--- config.mk ---
export PLATFORM = sky130hd
export DESIGN_NAME = boot_remap
export DESIGN_NICKNAME = d
export VERILOG_FILES = /design/src/rtl/boot_remap_pkg.sv /design/src/rtl/remap_base_regs.sv /design/src/rtl/remap_enable_mask.sv /design/src/rtl/remap_xlate.sv /design/src/rtl/boot_remap.sv
export SDC_FILE = /design/constraint.sdc
export NUM_CORES = 1
export LEC_CHECK = 0
export ABC_AREA = 1
export BUFFER_PORTS_ARGS = -buffer_cell sky130_fd_sc_hd__buf_2
export CORE_ASPECT_RATIO = 0.9
export CORE_UTILIZATION = 39
export DETAILED_ROUTE_END_ITERATION = 8
export PLACE_DENSITY = 0.85
export SYNTH_ARGS = -nofsm -noshare
export SYNTH_HDL_FRONTEND = slang
export SYNTH_HIERARCHICAL = 1
export SYNTH_SLANG_ARGS = --single-unit
export TNS_END_PERCENT = 5
--- constraint.sdc ---
create_clock -name clk -period 1.17 [get_ports clk]
set_input_delay 0.0585 -clock clk [delete_from_list [all_inputs] [get_ports clk]]
set_output_delay 0.0585 -clock clk [all_outputs]
set_load 0.05 [all_outputs]
--- src/rtl/boot_remap_pkg.sv ---
// Package: shared types for the secondary boot address remapper.
// Assumes the base is two equal nibbles that together cover 8 address bits.
package boot_remap_pkg;

    localparam int unsigned NIB_W  = 4;
    localparam int unsigned BASE_W = 2 * NIB_W;

    // Programmed redirect base; hi is the upper nibble of the target.
    typedef struct packed {
        logic [NIB_W-1:0] hi;
        logic [NIB_W-1:0] lo;
    } remap_base_t;

endpackage

--- src/rtl/remap_base_regs.sv ---
// Module: remap_base_regs
// Holds the two separately written nibbles of the redirect base.
// Assumes a write strobe is a single-cycle pulse; both may be active at once.
module remap_base_regs
    import boot_remap_pkg::*;
(
    input  logic             clk,
    input  logic             rst_n,
    input  logic             lo_wr,
    input  logic             hi_wr,
    input  logic [NIB_W-1:0] wdata,
    output remap_base_t      base_q
);

    // Load each nibble independently; reset returns both to zero.
    always_ff @(posedge clk) begin
        if (!rst_n) begin
            base_q <= '0;
        end else begin
            if (lo_wr) base_q.lo <= wdata;
            if (hi_wr) base_q.hi <= wdata;
        end
    end

endmodule

--- src/rtl/remap_enable_mask.sv ---
// Module: remap_enable_mask
// Per-secondary remap enables, changed by set and clear strobes.
// Assumes that when both strobes fire together the clear takes priority.
module remap_enable_mask #(
    parameter int unsigned SEC_N = 4
) (
    input  logic             clk,
    input  logic             rst_n,
    input  logic             set_wr,
    input  logic             clr_wr,
    input  logic [SEC_N-1:0] wdata,
    output logic [SEC_N-1:0] mask_q
);

    logic [SEC_N-1:0] set_bits;
    logic [SEC_N-1:0] clr_bits;
    logic [SEC_N-1:0] mask_d;

    // Form the next mask: OR in set bits, then strip clear bits.
    always_comb begin
        set_bits = set_wr ? wdata : '0;
        clr_bits = clr_wr ? wdata : '0;
        mask_d   = (mask_q | set_bits) & ~clr_bits;
    end

    // Register the mask; reset disables every secondary.
    always_ff @(posedge clk) begin
        if (!rst_n) mask_q <= '0;
        else        mask_q <= mask_d;
    end

endmodule

--- src/rtl/remap_xlate.sv ---
// Module: remap_xlate
// Combinational address translation for one request per cycle.
// Assumes req_id MSB flags a secondary and the low bits index the mask.
module remap_xlate
    import boot_remap_pkg::*;
#(
    parameter int unsigned ADDR_W    = 32,
    parameter int unsigned SEC_N     = 4,
    parameter int unsigned WIN_SHIFT = 21,
    localparam int unsigned IDX_W    = (SEC_N > 1) ? $clog2(SEC_N) : 1,
    localparam int unsigned ID_W     = IDX_W + 1
) (
    input  logic [SEC_N-1:0]  mask,
    input  remap_base_t       base,
    input  logic [ID_W-1:0]   req_id,
    input  logic [ADDR_W-1:0] req_addr,
    output logic [ADDR_W-1:0] xlat_addr,
    output logic              xlat_remapped
);

    localparam int unsigned TOP = WIN_SHIFT + BASE_W;

    logic [IDX_W-1:0]  sec_idx;
    logic              from_sec;
    logic              sec_enabled;
    logic              in_window;
    logic [ADDR_W-1:0] redirected;

    // Decode requester and check its enable bit.
    always_comb begin
        sec_idx     = req_id[IDX_W-1:0];
        from_sec    = req_id[ID_W-1];
        sec_enabled = 1'b0;
        for (int i = 0; i < int'(SEC_N); i++) begin
            if (int'(sec_idx) == i) sec_enabled = mask[i];
        end
    end

    // Detect whether the address lies in the low window.
    always_comb begin
        in_window = (req_addr[ADDR_W-1:WIN_SHIFT] == '0);
    end

    // Build the redirected address; pad or trim to the address width.
    generate
        if (ADDR_W > TOP) begin : g_pad
            assign redirected = {{(ADDR_W-TOP){1'b0}}, base,
                                 req_addr[WIN_SHIFT-1:0]};
        end else begin : g_trim
            logic [TOP-1:0] full_addr;
            assign full_addr  = {base, req_addr[WIN_SHIFT-1:0]};
            assign redirected = full_addr[ADDR_W-1:0];
        end
    endgenerate

    // Select between redirected and bypass address.
    always_comb begin
        xlat_remapped = from_sec && sec_enabled && in_window;
        xlat_addr     = xlat_remapped ? redirected : req_addr;
    end

endmodule

--- src/rtl/boot_remap.sv ---
// Module: boot_remap (top)
// Redirects low-window fetches of enabled secondaries to a programmed
// 2 MB-aligned memory page. Assumes WIN_SHIFT + 8 <= ADDR_W.
module boot_remap
    import boot_remap_pkg::*;
#(
    parameter int unsigned ADDR_W    = 32,
    parameter int unsigned SEC_N     = 4,
    parameter int unsigned WIN_SHIFT = 21,
    localparam int unsigned IDX_W    = (SEC_N > 1) ? $clog2(SEC_N) : 1,
    localparam int unsigned ID_W     = IDX_W + 1
) (
    input  logic              clk,
    input  logic              rst_n,
    input  logic              base_lo_wr,
    input  logic              base_hi_wr,
    input  logic [NIB_W-1:0]  base_wdata,
    input  logic              remap_set_wr,
    input  logic              remap_clr_wr,
    input  logic [SEC_N-1:0]  remap_wdata,
    input  logic [ID_W-1:0]   req_id,
    input  logic [ADDR_W-1:0] req_addr,
    output logic [ADDR_W-1:0] xlat_addr,
    output logic              xlat_remapped
);

    remap_base_t      base_q;
    logic [SEC_N-1:0] mask_q;

    remap_base_regs u_base (
        .clk    (clk),
        .rst_n  (rst_n),
        .lo_wr  (base_lo_wr),
        .hi_wr  (base_hi_wr),
        .wdata  (base_wdata),
        .base_q (base_q)
    );

    remap_enable_mask #(.SEC_N(SEC_N)) u_mask (
        .clk    (clk),
        .rst_n  (rst_n),
        .set_wr (remap_set_wr),
        .clr_wr (remap_clr_wr),
        .wdata  (remap_wdata),
        .mask_q (mask_q)
    );

    remap_xlate #(
        .ADDR_W    (ADDR_W),
        .SEC_N     (SEC_N),
        .WIN_SHIFT (WIN_SHIFT)
    ) u_xlate (
        .mask          (mask_q),
        .base          (base_q),
        .req_id        (req_id),
        .req_addr      (req_addr),
        .xlat_addr     (xlat_addr),
        .xlat_remapped (xlat_remapped)
    );

endmodule

==> results of run 1 <==
how the worst max path moves through the flow:
| stage | startpoint | to | slack [ns] | depth (start not counted) |
|---|---|---|---|---|
| 2_1_floorplan | u_mask/mask_q[3] | xlat_remapped | 0.06 | 5 |
| 3_3_place_gp | u_mask/mask_q[3] | xlat_addr[24] | 0.04 | 7 |
| 3_5_place_dp | u_mask/mask_q[3] | xlat_addr[28] | 0.04 | 7 |
| 4_1_cts | u_mask/mask_q[0] | xlat_remapped | -0.14 | 6 |
| 5_1_grt | u_mask/mask_q[1] | xlat_addr[21] | -0.23 | 7 |
| 6_report | u_mask/mask_q[1] | xlat_addr[22] | -0.13 | 7 |
kinds of logic after synthesis:
group                  count (synthesis)
AO/OA/AOI/OAI                          4
buffers and inverters                 47
AND/OR/NAND/NOR                       78
flip-flops                            12
flip-flops by register name (all words and copies together), names as in the netlist:
name	flops
u_base/base_q	8
u_mask/mask_q	4
worst min-delay path: stages:
cell and delay (ns):
buf_2 0.09, a21oi_1 0.06, nor2_1 0.07
per-stage QoR:
step                instance area, µm²  hold slack (ns)  worst slack [ns]  util, %
floorplan                        874.6           0.1843           0.05528        -
global placement                 900.9           0.1173           0.03749    44.86
detailed placement               900.9           0.1173           0.04338    44.86
CTS                               1031          0.02279           -0.1422    51.34
global route                      1066          0.06463           -0.2266    53.08
finish                            1066          0.03107           -0.1270    53.08
layout make-up:
| class | count | share of cell area (%) |
|---|---|---|
| timing repair buffer | 41 | 25.35 |
| multi-input combinational | 83 | 38.62 |
| sequential | 12 | 23.00 |
| inverter | 19 | 6.690 |
| clock buffer | 4 | 3.404 |
| tap | 25 | 2.934 |
routing by layer:
metal  GRT usage, %  vias to the layer above  routed length [µm]
met5              0                        -                   0
met4          14.05                        0                  55
met3          2.265                       10                 122
met2          27.44                       40                 854
met1          19.54                      352                 784
li1               -                      436                   -
power by group:
part / internal (mW) / total (mW) / switching (mW)
registers: 0.437 / 0.453 / 0.0163
logic: 0.115 / 0.302 / 0.187
clock network: 0.189 / 0.322 / 0.133
total: 0.740 / 1.08 / 0.336
placed cells by master, fill, tap and decap left out:
cell / netlist / routed
nand2_1: 38 / 34
buf_2: 1 / 30
nor2_1: 24 / 24
inv_1: 19 / 15
buf_6: 3 / 8
dfxtp_1: 12 / 8
nand4_1: 8 / 8
a21oi_1: 4 / 4
dfxtp_2: 0 / 4
inv_2: 0 / 4
nand2_2: 1 / 4
clkbuf_4: 0 / 3
nand2_4: 0 / 2
nor2_2: 2 / 2
buf_4: 21 / 2
nand3_4: 0 / 2
clkbuf_8: 0 / 1
buf_8: 0 / 1
and2_0: 1 / 1
nor2_4: 1 / 1
and3_4: 0 / 1
timing repair:
| action | in CTS | in global routing |
|---|---|---|
| cloned | 1 | 0 |
| pin swaps | 4 | 5 |
| buffers inserted | 1 | 0 |
| gates resized for setup | 27 | 12 |
| setup endpoints to repair | 9 | 9 |
==> out/metrics.csv, run 1 <==
stage;metric;value;unit
synth;Post-Syn Instances;141;
layout;Finished Layout Cells;184;
timing;final setup margin;-0.1270;ns
worst_setup_path;crit path max fanout;5;
status;status;finished with violations;
global_routing;gr usage total;16.63;%
timing;Final Max Slew Viols;0;
power;static leakage;0.5868;nW
run;max_cap viols;0;
worst_setup_path;R2R Path Start;u_mask/mask_q[2];
clocking;CTS Buf Count;3;
synth;sequential area share after synthesis;27.47;%
route;WL/cell;9.870;µm
worst_setup_path;crit-path cells;inv_2, nand2_2, nand3_4, nand2_4, nand4_1, nand2_1, buf_6;
synth;post-synthesis instance area;874.6;µm²
clocking;H-Tree Depth;1;
route;WL final;1816;µm
timing;RSZ-0062 raised after global routing;true;
timing;Fmax achieved;771.0;MHz
clocking;Clock Path Buffers;2;
worst_setup_path;critical path endpoint category;output pin;
worst_setup_path;crit start category;flip-flop;
layout;Filler Cell Count;206;
timing;Post-Route Setup TNS;-0.9807;ns
min_path;Worst Hold Launch;remap_wdata[3];
layout;Multi-input gate area;411.6;µm²
power;Power per Cell Area;1010;mW/mm²
floorplanning;die area;0.002436;mm²
global_routing;vias in the first global route;748;
timing;final hold vios;0;
synth;ys flop type;dfxtp_1;
route;via density per instance;4.554;
worst_setup_path;FF-to-FF End;u_mask/mask_q[2];
layout;Syn-to-layout area delta;21.89;%
clocking;clock tree sinks;12;
timing;final setup fails;9;
placement;I/O Buffers;39;
synth;Post-Synth XOR/XNOR Area;0;%
clocking;clk slew on worst S/H paths;0.07;ns
floorplanning;Starting Density;43.55;%
synth;Ys Warns;6;
synth;Synth cell types;16;
worst_setup_path;reg2reg setup slack;0.46;ns
timing;worst slew pin tran;0.2478;ns
route;drt first pass iters;4;
synth;Simple-Gate Fraction of Synth Area;38.34;%
route;Iter 0 DRT Violations;19;
synth;Post-synth EDFFs;0;
worst_setup_path;WP data arrival;1.24;ns
timing;Final Critical Period;1.297;ns
synth;ys async rst share;0;%
status;failing checks;negative setup slack;
worst_setup_path;CP required;1.11;ns
synth;complex-gate fraction of the synthesized area;2.289;%
floorplanning;DIE HEIGHT;46.93;µm
worst_setup_path;Slowest Stage Delay on Critical Path;0.33;ns
worst_setup_path;delay-heaviest family, CP;simple AND/OR/NAND/NOR gates;
floorplanning;Die X;51.92;µm
placement;Placed Cells incl. Taps;178;
global_routing;antenna violations before repair;0;
route;total number of vias;838;
synth;main combinational cell family by area after synthesis;simple AND/OR/NAND/NOR gates;
synth;post-synth top area share;27.47;%
worst_setup_path;Max stage delay cell, worst path;dfxtp_2;
synth;adder-cell area share of the yosys netlist;0;%
worst_setup_path;R2R depth;3;
clocking;Hold Buf Count CTS;0;
placement;detailed placement HPWL;1391;µm
route;ANT nets after route;0;
synth;most frequent cell after synthesis;nand2_1;
floorplanning;core area;0.002008;mm²
timing;Worst Skew;0;ns
min_path;hold path depth;3;
synth;syn_nets;190;
layout;Nets;209;
placement;global placer's final weighted congestion;0.7861;
layout;share of layout cells above drive strength 1;40.88;%
global_routing;wire length of the first global-routing pass;2918;µm
worst_setup_path;Crit Path Category;reg -> out;
worst_setup_path;number of buffers and inverters on the critical path;2;
clocking;TritonCTS clock tree;done;
synth;Mean Syn Cell Area;6.203;µm²
min_path;WHS Endpoint;u_mask/mask_q[3];
timing;fin crit share;110.9;%
synth;post-synth top area cell;dfxtp_1;
clocking;Root Driver;clkbuf_4;
min_path;worst hold path type;in -> reg;
power;power after layout;1.077;mW
synth;Yosys reg bits;12;
global_routing;global route overflow;0;
layout;ant diodes;0;
timing;Max transition margin;83.59;%
synth;mux contribution to synthesized area;0;%
route;DRC;0;
floorplanning;FP Rows;15;
clocking;worst-skew pair later-pin latency;0.27;ns
synth;top post-synthesis cells by area;dfxtp_1, buf_4, nand2_1;
power;peak supply drop;0.0005898;V
floorplanning;I/O Pins;82;
layout;Register Area;245.2;µm²
global_routing;largest net degree at the start of global routing;13;
synth;synth cell count leaders;nand2_1, nor2_1, buf_4;
Power figures use the tool's default switching activity.
==> run 2: changes to the inputs <==
- clock period: 1.17 -> 1.5 ns (I/O delays scaled with it)
==> out/metrics.csv, run 2 (same netlist as run 1, synthesis figures left out) <==
stage;metric;value;unit;change
status;status;completed;;was finished with violations
power;static leakage;0.5593;nW;was 0.5868 nW
clocking;TritonCTS clock tree;done;;unchanged
floorplanning;Starting Density;43.55;%;unchanged
placement;I/O Buffers;39;;unchanged
clocking;clk slew on worst S/H paths;0.08;ns;was 0.07 ns
worst_setup_path;number of buffers and inverters on the critical path;2;;unchanged
clocking;Clock Path Buffers;2;;unchanged
global_routing;wire length of the first global-routing pass;2704;µm;was 2918 µm
worst_setup_path;Max stage delay cell, worst path;dfxtp_1;;was dfxtp_2
worst_setup_path;Crit Path Category;reg -> out;;unchanged
route;DRC;0;;unchanged
layout;largest reg by FF count;u_base/base_q;;unchanged
timing;worst slew pin tran;0.3740;ns;was 0.2478 ns
worst_setup_path;WP data arrival;1.32;ns;was 1.24 ns
worst_setup_path;Stages on worst setup path;7;;unchanged
timing;RSZ-0062 raised after global routing;true;;unchanged
clocking;cts repair resizes;1;;was 27
layout;Register Area;240.2;µm²;was 245.2 µm²
power;power after layout;0.8195;mW;was 1.077 mW
placement;detailed placement HPWL;1405;µm;was 1391 µm
worst_setup_path;delay-heaviest family, CP;simple AND/OR/NAND/NOR gates;;unchanged
route;ANT nets after route;0;;unchanged
layout;commonest non-fill, non-tap cells in the layout;nand2_1, buf_2, nor2_1;;unchanged
route;Iter 0 DRT Violations;9;;was 19
timing;fin crit share;92.92;%;
global_routing;gr usage total;15.55;%;was 16.63%
layout;Filler Cell Count;219;;was 206
power;Power per Cell Area;843.0;mW/mm²;was 1010 mW/mm²
floorplanning;DIE HEIGHT;46.93;µm;unchanged
worst_setup_path;FF-to-FF End;u_base/base_q[3];;was u_mask/mask_q[2]
route;WL final;1769;µm;was 1816 µm
clocking;clock tree sinks;12;;unchanged
timing;Max transition margin;75.06;%;was 83.59%
route;total number of vias;803;;was 838
worst_setup_path;crit-path most repeated cell;nand2_1;;
layout;commonest non-fill, non-tap cell in the layout;nand2_1;;unchanged
floorplanning;die area;0.002436;mm²;unchanged
route;WL/cell;9.773;µm;was 9.870 µm
clocking;setup bufs post-CTS;0;;was 1
worst_setup_path;R2R depth;2;;was 3
placement;global placer's final weighted congestion;0.7792;;was 0.7861
layout;Syn-to-layout area delta;11.16;%;was 21.89%
worst_setup_path;Slowest Stage Delay on Critical Path;0.35;ns;was 0.33 ns
min_path;worst hold path type;in -> reg;;unchanged
clocking;H-Tree Depth;1;;unchanged
worst_setup_path;reg2reg setup slack;0.89;ns;was 0.46 ns
floorplanning;FP Rows;15;;unchanged
route;drt first pass iters;4;;unchanged
worst_setup_path;crit-path cells;inv_1, nand2_1, nand3_1, nand2_4, nand4_1, nand2_1, buf_6;;was inv_2, nand2_2, nand3_4, nand2_4, nand4_1, nand2_1, buf_6
timing;Worst Skew;0;ns;unchanged
power;peak supply drop;0.0004489;V;was 0.0005898 V
worst_setup_path;crit start category;flip-flop;;unchanged
global_routing;global route overflow;0;;unchanged
layout;max FFs per register;8;;unchanged
layout;Multi-input gate area;360.3;µm²;was 411.6 µm²
timing;Final Critical Period;1.394;ns;
worst_setup_path;Critical Path End;xlat_addr[24];;was xlat_addr[22]
layout;Nets;206;;was 209
timing;final hold vios;0;;unchanged
worst_setup_path;crit path max fanout;9;;was 5
clocking;Root Driver;clkbuf_4;;unchanged
timing;Fmax achieved;717.4;MHz;
placement;Placed Cells incl. Taps;177;;was 178
worst_setup_path;CP required;1.42;ns;was 1.11 ns
timing;Final Max Slew Viols;0;;unchanged
clocking;Hold Buf Count CTS;0;;unchanged
clocking;worst-skew pair later-pin latency;0.27;ns;about the same
layout;ant diodes;0;;unchanged
floorplanning;Die X;51.92;µm;unchanged
floorplanning;core area;0.002008;mm²;unchanged
layout;share of layout cells above drive strength 1;30.13;%;was 40.88%
run;max_cap viols;0;;unchanged
worst_setup_path;critical path endpoint category;output pin;;unchanged
global_routing;antenna violations before repair;0;;unchanged
worst_setup_path;R2R Path Start;u_base/base_q[3];;was u_mask/mask_q[2]
global_routing;largest net degree at the start of global routing;13;;unchanged
layout;Finished Layout Cells;181;;was 184
route;via density per instance;4.436;;was 4.554
clocking;CTS Buf Count;3;;unchanged
worst_setup_path;Crit. Startpoint;u_mask/mask_q[3];;was u_mask/mask_q[1]
layout;Largest regs;u_base/base_q: 8 flops, u_mask/mask_q: 4 flops;;unchanged
global_routing;vias in the first global route;697;;was 748
floorplanning;I/O Pins;82;;unchanged
timing;final setup fails;0;;was 9
run 2: cell count changes in the layout (fill, tap and decap cells not counted), moves of 2 or more:
cell,change
buf_6,-4
dfxtp_2,-4
nand3_1,+2
buf_4,+3
inv_1,+4
dfxtp_1,+4
nand2_2,-4
inv_2,-4
nand3_4,-2
nand2_1,+4
run 2: power breakdown:
part           switching, mW  internal (mW)
combinational          0.134         0.0771
clock                  0.110          0.147
sequential            0.0117          0.339
total                  0.256          0.564
run 2: cell type report:
type	count	share of cell area (%)
inverter	19	7.336
tap	25	3.218
timing repair buffer	39	23.94
multi-input combinational	82	37.07
sequential	12	24.71
clock buffer	4	3.732
run 2: worst register-to-register path, stage by stage, from the launching register on:
cell	delay, ns
dfxtp_1	0.33
nor2_1	0.13
nor2_2	0.05
run 2: metal layers:
| metal | GRT usage, % | vias to the layer above | share of wire [%] |
|---|---|---|---|
| met5 | 0 | - | 0 |
| met4 | 14.05 | 0 | 3.1 |
| met3 | 2.913 | 10 | 8.0 |
| met2 | 24.36 | 43 | 45 |
| met1 | 18.45 | 319 | 44 |
| li1 | - | 431 | - |
run 2: how the worst min path moves through the flow:
stage                              start                to  cells past startpoint
after floorplan                    rst_n  u_mask/mask_q[0]                      2
after global placement      req_addr[16]     xlat_addr[16]                      0
after detailed placement    req_addr[16]     xlat_addr[16]                      0
after CTS                 remap_wdata[1]  u_mask/mask_q[1]                      3
after global routing      remap_wdata[0]  u_mask/mask_q[0]                      3
final                     remap_wdata[1]  u_mask/mask_q[1]                      3
run 2: metrics by stage:
| step | util, % | hold WS, ns | setup TNS [ns] | setup WS [ns] | area (µm²) |
|---|---|---|---|---|---|
| floorplan | - | 0.2008 | 0 | 0.3688 | 874.6 |
| global placement | 44.49 | 0.1503 | 0 | 0.2971 | 893.4 |
| detailed placement | 44.49 | 0.1503 | 0 | 0.2731 | 893.4 |
| CTS | 46.42 | 0.04607 | 0 | 0.03345 | 932.1 |
| global route | 48.41 | 0.06011 | -0.02463 | -0.02463 | 972.2 |
| finish | 48.41 | 0.05429 | 0 | 0.1061 | 972.2 |
